File: src/rtl/dco_pkg.sv
package dco_pkg;
  typedef enum logic [1:0] {
    MODE_NORM = 2'd0,
    MODE_HOLD = 2'd1,
    MODE_FREE = 2'd2,
    MODE_CPU  = 2'd3
  } dco_mode_e;

  // rounded f * 2^acc_w / mclk
  function automatic longint nom_step(longint f_hz, longint mclk_hz, int acc_w);
    return ((f_hz << acc_w) + mclk_hz / 2) / mclk_hz;
  endfunction
endpackage

File: src/rtl/dco_mode_ctrl.sv
module dco_mode_ctrl
  import dco_pkg::*;
(
  input  logic [1:0] mode_sel_i,
  input  logic       los_i,
  input  logic       udt_i,
  output dco_mode_e  eff_mode_o
);
  always_comb begin
    if (los_i && udt_i) eff_mode_o = MODE_HOLD;
    else                eff_mode_o = dco_mode_e'(mode_sel_i);
  end
endmodule

File: src/rtl/dco_cpu_regs.sv
module dco_cpu_regs #(
  parameter int OFS_W = 20
) (
  input  logic                    clk_i,
  input  logic                    rst_ni,
  input  logic                    we_i,
  input  logic signed [OFS_W-1:0] wdata_i,
  input  logic signed [OFS_W-1:0] filt_i,
  output logic signed [OFS_W-1:0] diff_o,
  output logic signed [OFS_W-1:0] filt_rd_o
);
  always_ff @(posedge clk_i or negedge rst_ni) begin
    if (!rst_ni) begin
      diff_o    <= '0;
      filt_rd_o <= '0;
    end else begin
      if (we_i) diff_o <= wdata_i;
      filt_rd_o <= filt_i;
    end
  end
endmodule

File: src/rtl/dco_offset_sel.sv
module dco_offset_sel
  import dco_pkg::*;
#(
  parameter int OFS_W = 20
) (
  input  logic                    clk_i,
  input  logic                    rst_ni,
  input  dco_mode_e               eff_mode_i,
  input  logic signed [OFS_W-1:0] filt_i,
  input  logic signed [OFS_W-1:0] diff_i,
  input  logic        [OFS_W-1:0] lim_i,
  output logic signed [OFS_W-1:0] ofs_o
);
  logic signed [OFS_W-1:0] filt_sat, diff_sat, hold_q;

  function automatic logic signed [OFS_W-1:0] clamp(
      input logic signed [OFS_W-1:0] x, input logic [OFS_W-1:0] lim);
    logic signed [OFS_W:0] xe, lp;
    xe = OFS_W'(x);
    xe = {x[OFS_W-1], x};
    lp = $signed({1'b0, lim});
    if (xe > lp)       return lim;
    else if (xe < -lp) return OFS_W'(-lp);
    else               return x;
  endfunction

  assign filt_sat = clamp(filt_i, lim_i);
  assign diff_sat = clamp(diff_i, lim_i);

  always_comb begin
    unique case (eff_mode_i)
      MODE_NORM: ofs_o = filt_sat;
      MODE_HOLD: ofs_o = hold_q;
      MODE_FREE: ofs_o = '0;
      default:   ofs_o = diff_sat;
    endcase
  end

  // holdover snapshot follows tracking only
  always_ff @(posedge clk_i or negedge rst_ni) begin
    if (!rst_ni)                     hold_q <= '0;
    else if (eff_mode_i == MODE_NORM) hold_q <= filt_sat;
  end

  a_r11_hold_frozen: assert property (@(posedge clk_i) disable iff (!rst_ni)
    (eff_mode_i != MODE_NORM) |=> $stable(hold_q));

  a_r9_ofs_in_range: assert property (@(posedge clk_i) disable iff (!rst_ni)
    ($signed({ofs_o[OFS_W-1], ofs_o}) <= $signed({1'b0, lim_i})) &&
    ($signed({ofs_o[OFS_W-1], ofs_o}) >= -$signed({1'b0, lim_i})));
endmodule

File: src/rtl/dco_phase_acc.sv
module dco_phase_acc #(
  parameter int ACC_W = 32,
  parameter int OFS_W = 20
) (
  input  logic                    clk_i,
  input  logic                    rst_ni,
  input  logic        [ACC_W-1:0] nom_i,
  input  logic signed [OFS_W-1:0] ofs_i,
  output logic        [ACC_W-1:0] fw_o,
  output logic                    clk_o
);
  logic [ACC_W-1:0] acc_q;

  always_ff @(posedge clk_i or negedge rst_ni) begin
    if (!rst_ni) begin
      fw_o  <= '0;
      acc_q <= '0;
    end else begin
      fw_o  <= nom_i + {{(ACC_W-OFS_W){ofs_i[OFS_W-1]}}, ofs_i};
      acc_q <= acc_q + fw_o;
    end
  end

  assign clk_o = acc_q[ACC_W-1];
endmodule

File: src/rtl/dco_freq_ctrl.sv
module dco_freq_ctrl
  import dco_pkg::*;
#(
  parameter int     ACC_W   = 32,
  parameter int     OFS_W   = 20,
  parameter longint MCLK_HZ = 66000000,
  parameter longint F0_HZ   = 1544000,
  parameter longint F1_HZ   = 2048000,
  parameter longint F2_HZ   = 4096000,
  parameter longint PPM_LIM = 250
) (
  input  logic             clk_i,
  input  logic             rst_ni,
  input  logic [1:0]       mode_sel_i,
  input  logic [1:0]       freq_sel_i,
  input  logic             los_i,
  input  logic             udt_i,
  input  logic [OFS_W-1:0] filt_ofs_i,
  input  logic             cpu_we_i,
  input  logic [OFS_W-1:0] cpu_wdata_i,
  output logic [OFS_W-1:0] cpu_filt_o,
  output logic [ACC_W-1:0] freq_word_o,
  output logic             dco_clk_o
);
  localparam int N_RATES = 3;
  localparam longint RATE_HZ [N_RATES] = '{F0_HZ, F1_HZ, F2_HZ};

  logic [ACC_W-1:0] nom_tab [N_RATES];
  logic [OFS_W-1:0] lim_tab [N_RATES];

  for (genvar g = 0; g < N_RATES; g++) begin : g_rate
    localparam longint NOM = nom_step(RATE_HZ[g], MCLK_HZ, ACC_W);
    localparam longint LIM = NOM * PPM_LIM / 1000000;
    assign nom_tab[g] = NOM[ACC_W-1:0];
    assign lim_tab[g] = LIM[OFS_W-1:0];
  end

  logic [1:0]              rate_idx;
  logic [ACC_W-1:0]        nom_sel;
  logic [OFS_W-1:0]        lim_sel;
  dco_mode_e               eff_mode;
  logic signed [OFS_W-1:0] diff_q, ofs_app;

  assign rate_idx = freq_sel_i[1] ? 2'd2 : {1'b0, freq_sel_i[0]};
  assign nom_sel  = nom_tab[rate_idx];
  assign lim_sel  = lim_tab[rate_idx];

  dco_mode_ctrl u_mode (
    .mode_sel_i (mode_sel_i),
    .los_i      (los_i),
    .udt_i      (udt_i),
    .eff_mode_o (eff_mode)
  );

  dco_cpu_regs #(.OFS_W(OFS_W)) u_cpu (
    .clk_i     (clk_i),
    .rst_ni    (rst_ni),
    .we_i      (cpu_we_i),
    .wdata_i   ($signed(cpu_wdata_i)),
    .filt_i    ($signed(filt_ofs_i)),
    .diff_o    (diff_q),
    .filt_rd_o (cpu_filt_o)
  );

  dco_offset_sel #(.OFS_W(OFS_W)) u_ofs (
    .clk_i      (clk_i),
    .rst_ni     (rst_ni),
    .eff_mode_i (eff_mode),
    .filt_i     ($signed(filt_ofs_i)),
    .diff_i     (diff_q),
    .lim_i      (lim_sel),
    .ofs_o      (ofs_app)
  );

  dco_phase_acc #(.ACC_W(ACC_W), .OFS_W(OFS_W)) u_acc (
    .clk_i  (clk_i),
    .rst_ni (rst_ni),
    .nom_i  (nom_sel),
    .ofs_i  (ofs_app),
    .fw_o   (freq_word_o),
    .clk_o  (dco_clk_o)
  );

  a_r4_los_forces_hold: assert property (@(posedge clk_i) disable iff (!rst_ni)
    (los_i && udt_i) |-> (eff_mode == MODE_HOLD));

  a_r5_freerun_nominal: assert property (@(posedge clk_i) disable iff (!rst_ni)
    (eff_mode == MODE_FREE) |=> (freq_word_o == $past(nom_sel)));

  a_r1_reset_clear: assert property (@(posedge clk_i)
    !rst_ni |-> (freq_word_o == '0 && !dco_clk_o));
endmodule

File: config.mk
export PLATFORM = sky130hd
export DESIGN_NAME = dco_freq_ctrl
export DESIGN_NICKNAME = d
export VERILOG_FILES = /design/src/rtl/dco_pkg.sv /design/src/rtl/dco_mode_ctrl.sv /design/src/rtl/dco_cpu_regs.sv /design/src/rtl/dco_offset_sel.sv /design/src/rtl/dco_phase_acc.sv /design/src/rtl/dco_freq_ctrl.sv
export SDC_FILE = /design/constraint.sdc
export NUM_CORES = 1
export LEC_CHECK = 0
export ABC_AREA = 0
export BUFFER_PORTS_ARGS = -buffer_cell sky130_fd_sc_hd__buf_4
export CORE_MARGIN = 4
export CORE_UTILIZATION = 50
export DETAILED_ROUTE_END_ITERATION = 10
export PLACE_DENSITY = 0.7
export SLEW_MARGIN = 20
export SYNTH_ARGS = -nofsm -noshare
export SYNTH_HDL_FRONTEND = slang
export SYNTH_SLANG_ARGS = --single-unit
File: constraint.sdc
create_clock -name clk_i -period 7.3 [get_ports clk_i]
set_input_delay 2.19 -clock clk_i [delete_from_list [all_inputs] [get_ports clk_i]]
set_output_delay 2.19 -clock clk_i [all_outputs]
set_load 0.005 [all_outputs]
After elaboration in Yosys (flattened, before gate mapping)

Index checks and enable logic that the tools add are counted.

Register bits after elaboration: 124
Input bits: 49
Output and inout port bits: 53
Logic and storage cells: 31

Add/subtract/negate cells: 3
$lt $le $gt $ge: 5
Eq/ne operators: 2
Muxes and demuxes: 13
Bitwise logic cells: 1
Reductions and logical operators: 2

Operators with widths:

| cell               | count |
|---|---|
| $mux 20            | 6 |
| $add 32x32->32     | 2 |
| $bmux 32 s2        | 1 |
| $mux 32            | 2 |
| $pmux 20 s3        | 1 |
| $gt 20x21->1       | 2 |
| $lt 20x21->1       | 2 |
| $bmux 20 s2        | 1 |
| $neg 20->21        | 1 |
| $mux 2             | 2 |
| $ge 3x3->1 const B | 1 |
| $not 2->3          | 1 |
| $eq 2x1->1 const B | 1 |
| $eq 2x2->1 const B | 1 |
| $logic_not 2->1    | 1 |
| $logic_and 1x1->1  | 1 |

Logic depth before layout (Yosys ltp)

Gate-level depths: netlist (run 1).

Word-level depth: 11
Gate-level depth with buffers: 27
Gate-level depth less buffers: 24

Modules after synthesis

From an unflattened synthesis (run 1), not the netlist that was laid out.

Cells, all modules: 1314
Area total of the unflattened synthesis: 11294.6 sq um

By module, submodules not included:

| module         | instances | cells an instance | area an instance (sq um) | sequential area each (sq um) |
|---|---|---|---|---|
| dco_phase_acc  | 1         | 558               | 4986.0                   | 1601.5 |
| dco_offset_sel | 1         | 684               | 4932.2                   | 500.5 |
| dco_cpu_regs   | 1         | 62                | 1323.8                   | 1001.0 |
| dco_freq_ctrl  | 1         | 8                 | 37.5                     | 0.0 |
| dco_mode_ctrl  | 1         | 2                 | 15.0                     | 0.0 |

Least setup slack after synthesis (run 1)

Ideal clock, no wire load.

Path kind: input -> register
From: in freq_sel_i[1]
To: reg u_acc.fw_o[20]
Library setup time: 140 ps
Arrival: 7384 ps
Data required time: 7160 ps
Path slack: -223 ps
Stages on the path: 25
Buffers on the path: 3
Cells stage by stage: clkbuf_1 nor2b_1 clkbuf_1 inv_1 ha_1 or4b_4 or4_4 a21oi_4 o21bai_1 nand2_1 clkbuf_1 o21ai_0 o31ai_1 a21oi_1 ha_1 ha_1 a21o_1 a21oi_1 nor2b_1 o21ai_0 nand2b_1 a31o_2 a31o_2 a2111oi_0 a311oi_1

Longest elaborated chain between the ends: 11
Elaborated cells on any way between the ends: 19
Those cells by class: 2 x add/sub; 4 x order compare; 12 x mux; 1 x bitwise

Ends and longest elaborated chain:

| item                                       | RTL line                                 | RTL |
|---|---|---|
| start: declaration                         | dco_freq_ctrl.sv:15                      | `input logic [1:0] freq_sel_i,` |
| $mux 2 (*)                                 | dco_freq_ctrl.sv:44                      | `assign rate_idx = freq_sel_i[1] ? 2'd2 : {1'b0, freq_sel_i[0]};` |
| $not 2->3 (not written as such) (*)        | dco_freq_ctrl.sv:45, dco_freq_ctrl.sv:46 |  |
| $bmux 20 s2                                | dco_freq_ctrl.sv:46                      | `assign lim_sel = lim_tab[rate_idx];` |
| $mux 20 (not written as such) (2 in a row) | dco_freq_ctrl.sv:46                      |  |
| $neg 20->21                                | dco_offset_sel.sv:23                     | `else if (xe < -lp) return OFS_W'(-lp);` |
| $lt 20x21->1                               | dco_offset_sel.sv:23                     |  |
| $mux 20                                    | dco_offset_sel.sv:23                     |  |
| $mux 20                                    | dco_offset_sel.sv:22                     | `if (xe > lp) return lim;` |
| $pmux 20 s3                                | dco_offset_sel.sv:31                     | `unique case (eff_mode_i)` |
| $add 32x32->32 (*)                         | dco_phase_acc.sv:19                      | `fw_o <= nom_i + {{(ACC_W-OFS_W){ofs_i[OFS_W-1]}}, ofs_i};` |
| end signal: assignment                     | dco_phase_acc.sv:19                      |  |
| end: declaration                           | dco_phase_acc.sv:9                       | `output logic [ACC_W-1:0] fw_o,` |

Mark *: on every way between the ends. The rest lies on a longest branch, timed or not. The select of a mux whose other input is x is not followed.
A chain may end at the register's enable or synchronous reset.

Final worst setup path (run 1)

From: in freq_sel_i[0]
To: reg u_acc.fw_o[20]

The elaborated chain is that of the path after synthesis.

==> results of run 1 <==
## worst max-delay path: stages
cell and delay (ps):
buf_4 110, or2_2 330, ha_1 320, or4b_4 530
or4_4 550, a21oi_4 160, or4_2 150, nand2_1 120
o31ai_1 510, a21oi_1 150, ha_1 220, ha_1 210
a21o_1 180, a21oi_1 200, nor2b_1 70, o21ai_0 150
nand2b_1 100, a31o_2 270, a31o_2 260, a2111oi_0 450
a311oi_1 90
## cell usage in the layout, fill, tap and decap left out, drive strengths merged, types with 6 or more instances in the layout
cell	synthesis	routed
o311ai	6	6
inv	40	40
nor2b	16	16
o31ai	6	6
nand2	71	71
nor2	51	51
o21a	10	10
nor3	14	14
a21o	35	35
o21ai	84	84
and2	11	11
a31oi	11	11
a21boi	8	8
xnor2	32	32
dfrtp	124	124
o21bai	6	6
a21oi	63	63
conb	2	13
nand2b	21	21
nand4b	6	6
o211ai	9	9
xor2	13	13
or4	6	6
ha	114	114
and3	6	6
mux2	17	17
clkbuf	24	25
nand3	16	16
buf	3	158
a211oi	11	11
## power by group through the flow
stage	registers (mW)	clock network (mW)	logic, mW
floorplan	0.991	0	1.23
finish	1.01	0.914	1.71
detailed placement	1.02	0	1.69
global route	1.03	0.953	1.91
CTS	1.01	0.925	1.71
global placement	1.02	0	1.65
## synth_stat cells (11+ instances only)
cell type  count  area, µm²
dfrtp_1      124       3103
ha_1         114       1426
o21ai_0       83      415.4
nand2_1       71      266.5
a21oi_1       62      310.3
nor2_1        50      187.7
inv_1         40      150.1
a21o_1        35      262.8
xnor2_1       32      280.3
clkbuf_1      24      90.09
nand2b_1      21      131.4
mux2_2        17      191.4
nand3_1       16      80.08
nor2b_1       16      100.1
nor3_1        14      70.07
xor2_1        13      113.9
a211oi_1      11      82.58
a31oi_1       11      68.82
## cells by family after synthesis
kind of cell               after synthesis  synth area share
muxes                                   18           0.02320
DFF                                    124            0.3574
xor gates and xnor gates                45           0.04540
adders and majority gates              115            0.1666
buffers and inverters                   67           0.02925
AOI/OAI and AO/OA                      296            0.2247
other                                    2         0.0008650
and+or+nand+nor                        253            0.1526
## registers in the layout, summed over array words and instances (netlist names)
name and cells:
u_acc.acc_q 32, u_cpu.diff_o 20, u_ofs.hold_q 20, u_cpu.filt_rd_o 20, u_acc.fw_o 32
## what timing repair did
item | CTS | global route
resized for setup | 1 | 10
pin swaps | 0 | 2
endpoints found under the setup margin | 2 | 14
## area by class of cell
cell class | count | area, µm² | share of cell area
Inverter | 40 | 150.1 | 0.01397
Timing Repair Buffer | 158 | 1186 | 0.1104
Clock buffer | 25 | 495.5 | 0.04612
Clock inverter | 6 | 132.6 | 0.01234
Tap cell | 220 | 275.3 | 0.02562
Sequential cell | 124 | 3103 | 0.2888
Multi-Input combinational cell | 740 | 5401 | 0.5027
## per-layer routing
metal,wire [µm],GRT usage,vias up
met1,10240,0.3081,3602
li1,-,-,3674
met5,0,0,-
met2,11260,0.3955,233
met4,621,0.08159,0
met3,1187,0.04837,47
## final timing paths
check / endpoint / slack [ps] / cells past startpoint
worst min register to register: u_acc.acc_q[0] / 470 / 1
worst max-delay path: u_acc.fw_o[20] / 270 / 21
max in group asynchronous: u_cpu.diff_o[0] / 4150 / 2
worst max register to register: u_acc.fw_o[20] / 1990 / 19
min in group asynchronous: u_acc.acc_q[1] / 1840 / 1
worst min-delay path: u_acc.acc_q[0] / 470 / 1
## stage by stage
stage / setup TNS [ps] / util / instance area, µm² / setup slack [ps]
after global routing: 0 / 0.6388 / 10740 / 5.908
after CTS: 0 / 0.6367 / 10710 / 79.35
after global placement: -1963 / 0.5994 / 10080 / -294.6
after detailed placement: -1836 / 0.5994 / 10080 / -296.6
final: 0 / 0.6388 / 10740 / 268.3
after floorplan: 0 / - / 8726 / 37.74
==> results.py, run 1 <==
metrics = {
    "worst_hold_path": {
        "min_from": "u_acc.acc_q[0]",
        "hold_path.class": "reg -> reg",
    },
    "sta": {
        "finalMaxSlewViolations": 0,
        "fin_hold_ws_ps": 468.4,
        "period_share": 0.9632,
        "max_freq_mhz": 142.2,
        "relSlewSlack": 0.3072,
        "min_period_ps": 7032,
        "rsz0062_at_grt": "false",
        "setup_viol": 0,
        "hold_violations": 0,
        "skew_ps": 7.639,
        "tightestPinTransition_ps": 1039,
    },
    "layout": {
        "fillers": 1435,
        "antenna_cells": 0,
        "fin_nets": 1245,
        "area_delta_synth_final_pct": 23.75,
        "drive_above_1_share": 0.2113,
        "fin_cells": 1313,
    },
    "route": {
        "drt-initial-drc-count": 447,
        "vias": 7556,
        "firstDrtPassIters": 5,
        "drc": 0,
        "vias_per_cell": 5.755,
        "ant_nets": 0,
        "avgRoutedWirePerCell_um": 17.76,
        "drt-total-wl_um": 23320,
    },
    "floorplanning": {
        "initial_core_util": 0.5162,
        "dieArea_um2": 19540,
        "die_h_um": 139.8,
        "pin_count": 102,
        "rows": 47,
        "core_area_um2": 16820,
        "die_w_um": 139.8,
    },
    "pwr": {
        "power_per_cell_area_nw_per_um2": 338.6,
        "comb_power_share": 0.471,
        "net-switching-power_mw": 1.314,
        "clockPowerShare": 0.251,
        "p_int_mw": 2.323,
        "leakagePower_nw": 5.179,
        "power_frac_seq": 0.278,
        "peakVddDrop_v": 0.0002248,
        "power_mw": 3.638,
        "p_sw_frac": 0.3613,
    },
    "logic_synthesis": {
        "synth.yosys.warnings": 0,
        "synth_edf_count": 0,
        "synth-main-ff-cell": "dfrtp_1",
        "ys_types": 75,
        "synthArstFlopShare": 1.000,
        "ys_seq_elements": 124,
        "seq_area_frac_synth": 0.3574,
        "synth.avg_cell_area_um2": 9.437,
        "synthCells": 920,
        "netlist_area_um2": 8682,
    },
    "clocking": {
        "clock_sinks": 124,
        "clk_path_buf_depth": 2,
        "cts_tree": "done",
        "cts_buffers": 17,
        "path_clk_slew_ps": 60,
        "clk-insertion-delay-late_ps": 420,
        "cts_max_level": 4,
        "root_buffer": "clkbuf_16",
        "ctsHoldBuffers": 0,
        "post_cts_buffers": 0,
    },
    "worst_setup_path": {
        "crit_path_start_kind": "input port",
        "critical_path_required_ps": 7580,
        "cp.arrival_ps": 7320,
        "critPathLaunch": "freq_sel_i[0]",
        "worst-setup-path-type": "in -> reg",
        "r2r-start": "u_cpu.diff_o[16]",
        "path_max_fanout": 5,
        "cp-end-kind": "flip-flop",
    },
    "placement": {
        "place_inst": 1282,
        "gp_congestion": 0.9602,
        "hpwl_um": 17510,
        "io_buffers": 101,
    },
    "global_route": {
        "grt_max_degree": 67,
        "antenna_found_initial": 0,
        "grt_pass1_wl_um": 37550,
        "grt_pass1_vias": 7450,
        "grtUsageTotal": 0.2372,
        "grt-ovfl-total": 0,
    },
    "run_status": {
        "status": "finished clean",
    },
    "run": {
        "maxCapViolCount": 0,
    },
}
Note: power is estimated with default switching activity, not from simulation.
==> inputs of run 2 (changes only) <==
Settings changed: ABC_AREA 0 to 1.
==> run 2 against run 1 <==
Net effect:
- via count is 7.2% higher
- critical path depth is 11 higher
- sequential power hardly changed
- total power is 0.90% lower
- cell count is 18% higher
- combinational power hardly changed
- register-to-register slack better by 950 ps
- first-iteration DRC count is 7.2% higher
- setup slack better by 560 ps
- critical path type unchanged
- critical endpoint unchanged
==> results.py, run 2 <==
metrics = {
    "global_route": {
        "grtUsageTotal": 0.2323,
        "grt_max_degree": 64,
        "grt-ovfl-total": 0,
        "antenna_found_initial": 0,
        "grt_pass1_vias": 7842,
        "grt_pass1_wl_um": 37830,
    },
    "logic_synthesis": {
        "ys_types": 47,
        "ys_seq_elements": 124,
        "synth_area_leader_cell": "dfrtp_1",
        "synthArstFlopShare": 1.000,
        "synth-main-ff-cell": "dfrtp_1",
        "netlist_area_um2": 9186,
        "synth.yosys.warnings": 0,
        "synth.most_common_cell": "nand2_1",
        "synth.avg_cell_area_um2": 7.733,
        "synthTopCellsByCount": "265 x nand2_1, 172 x inv_1, 124 x dfrtp_1",
        "synth_edf_count": 0,
        "synthCells": 1188,
        "synth_top_area_frac": 0.3378,
        "seq_area_frac_synth": 0.3378,
        "synthTopCellsByArea": "dfrtp_1 34%, ha_1 16%, nand2_1 11%",
    },
    "worst_setup_path": {
        "crit_path_start_kind": "input port",
        "crit_top_cell": "nand2_1",
        "cpMaxStageDelayCell": "ha_1",
        "critical_path_required_ps": 7610,
        "cp_slowest_stage_delay_ps": 450,
        "worst-setup-path-type": "in -> reg",
        "path_max_fanout": 23,
        "cp-end-kind": "flip-flop",
        "cp.arrival_ps": 6790,
    },
    "route": {
        "drt-initial-drc-count": 479,
        "drt-total-wl_um": 23150,
        "avgRoutedWirePerCell_um": 14.93,
        "vias_per_cell": 5.224,
        "ant_nets": 0,
        "vias": 8097,
        "drc": 0,
        "firstDrtPassIters": 6,
    },
    "clocking": {
        "cts_buffers": 17,
        "cts_tree": "done",
        "clock_sinks": 124,
        "ctsHoldBuffers": 0,
        "cts_max_level": 4,
        "path_clk_slew_ps": 60,
        "post_cts_buffers": 0,
        "root_buffer": "clkbuf_16",
        "cts_resized": 0,
        "clk_path_buf_depth": 2,
        "clk-insertion-delay-late_ps": 430,
    },
    "floorplanning": {
        "die_h_um": 143.5,
        "rows": 49,
        "pin_count": 102,
        "core_area_um2": 18020,
        "dieArea_um2": 20610,
        "die_w_um": 143.5,
        "initial_core_util": 0.5096,
    },
    "placement": {
        "place_inst": 1518,
        "gp_congestion": 0.9138,
        "hpwl_um": 18310,
        "io_buffers": 101,
    },
    "worst_hold_path": {
        "hold_path.class": "reg -> reg",
    },
    "layout": {
        "top_regs": "u_acc.acc_q (32), u_acc.fw_o (32)",
        "antenna_cells": 0,
        "fin_nets": 1472,
        "final_cell_mix": "265 x nand2_1, 172 x inv_1, 124 x dfrtp_1, 114 x ha_1, 108 x buf_4",
        "multi_input_area_um2": 5369,
        "fillers": 1655,
        "register_area_um2": 3103,
        "fin_cells": 1550,
        "area_delta_synth_final_pct": 18.28,
        "final_common_cell": "nand2_1",
        "drive_above_1_share": 0.1628,
    },
    "sta": {
        "tightestPinTransition_ps": 869.4,
        "setup_viol": 0,
        "rsz0062_at_grt": "false",
        "hold_violations": 0,
        "skew_ps": 10.46,
        "relSlewSlack": 0.4183,
        "min_period_ps": 6476,
        "fin_hold_ws_ps": 467.5,
        "max_freq_mhz": 154.4,
        "tns_ps": 0,
        "finalMaxSlewViolations": 0,
        "period_share": 0.8872,
    },
    "pwr": {
        "power_per_cell_area_nw_per_um2": 331.8,
        "leakagePower_nw": 5.804,
        "peakVddDrop_v": 0.0002721,
    },
    "run_status": {
        "status": "finished clean",
    },
    "run": {
        "maxCapViolCount": 0,
    },
}
==> run 2: per-layer routing <==
layer / GRT usage / vias up / share of wire
li1: - / 4094 / -
met1: 0.2943 / 3760 / 0.44
met2: 0.3940 / 200 / 0.48
met3: 0.04592 / 43 / 0.047
met4: 0.08722 / 0 / 0.027
met5: 0 / - / 0
==> run 2: cells by family after synthesis <==
kind of cell / Yosys count / synth area share
AO/OA/AOI/OAI: 216 / 0.1306
buffers and inverters: 199 / 0.08227
XOR/XNOR: 47 / 0.04481
flip-flops: 124 / 0.3378
multiplexers: 11 / 0.01348
AND/OR/NAND/NOR: 474 / 0.2328
adder cells (fa/ha/maj): 115 / 0.1575
other: 2 / 0.0008175
==> run 2: critical path: cells and delay by family <==
kind / cells / cell delay (ps)
AOI/OAI and AO/OA: 7 / 1140
adders and majority gates: 2 / 770
buffers and inverters: 5 / 910
and+or+nand+nor: 18 / 1740
==> run 2: worst paths after layout <==
check                                  from               to  slack [ps]  depth (start not counted)
setup / recovery              freq_sel_i[1]   u_acc.fw_o[20]         820                         32
hold / removal               u_acc.acc_q[0]   u_acc.acc_q[0]         470                          1
setup reg to reg           u_cpu.diff_o[16]   u_acc.fw_o[20]        2940                         30
hold reg to reg              u_acc.acc_q[0]   u_acc.acc_q[0]         470                          1
max in group asynchronous            rst_ni  u_cpu.diff_o[8]        4160                          2
min in group asynchronous            rst_ni    u_acc.fw_o[6]        1850                          1
==> run 2: metrics by stage <==
stage / worst slack, ps / area [µm²] / power (mW) / util
floorplan: 881.6 / 9228 / 2.253 / -
global placement: 558.7 / 10250 / 2.689 / 0.5686
detailed placement: 443.8 / 10250 / 2.724 / 0.5686
CTS: 844.6 / 10870 / 3.626 / 0.6028
global route: 244.2 / 10870 / 3.912 / 0.6028
finish: 823.5 / 10870 / 3.605 / 0.6028
==> run 2: layout make-up <==
class | instances | share of cell area
Clock inverter | 13 | 0.01509
Sequential cell | 124 | 0.2856
Timing Repair Buffer | 108 | 0.07462
Multi-Input combinational cell | 876 | 0.4941
Inverter | 181 | 0.06253
Clock buffer | 19 | 0.04169
Tap cell | 229 | 0.02637
==> run 2: where the power goes <==
group          switching [mW]  internal, mW
clock                   0.334         0.556
combinational            1.00         0.707
sequential              0.102         0.902
total                    1.44          2.16
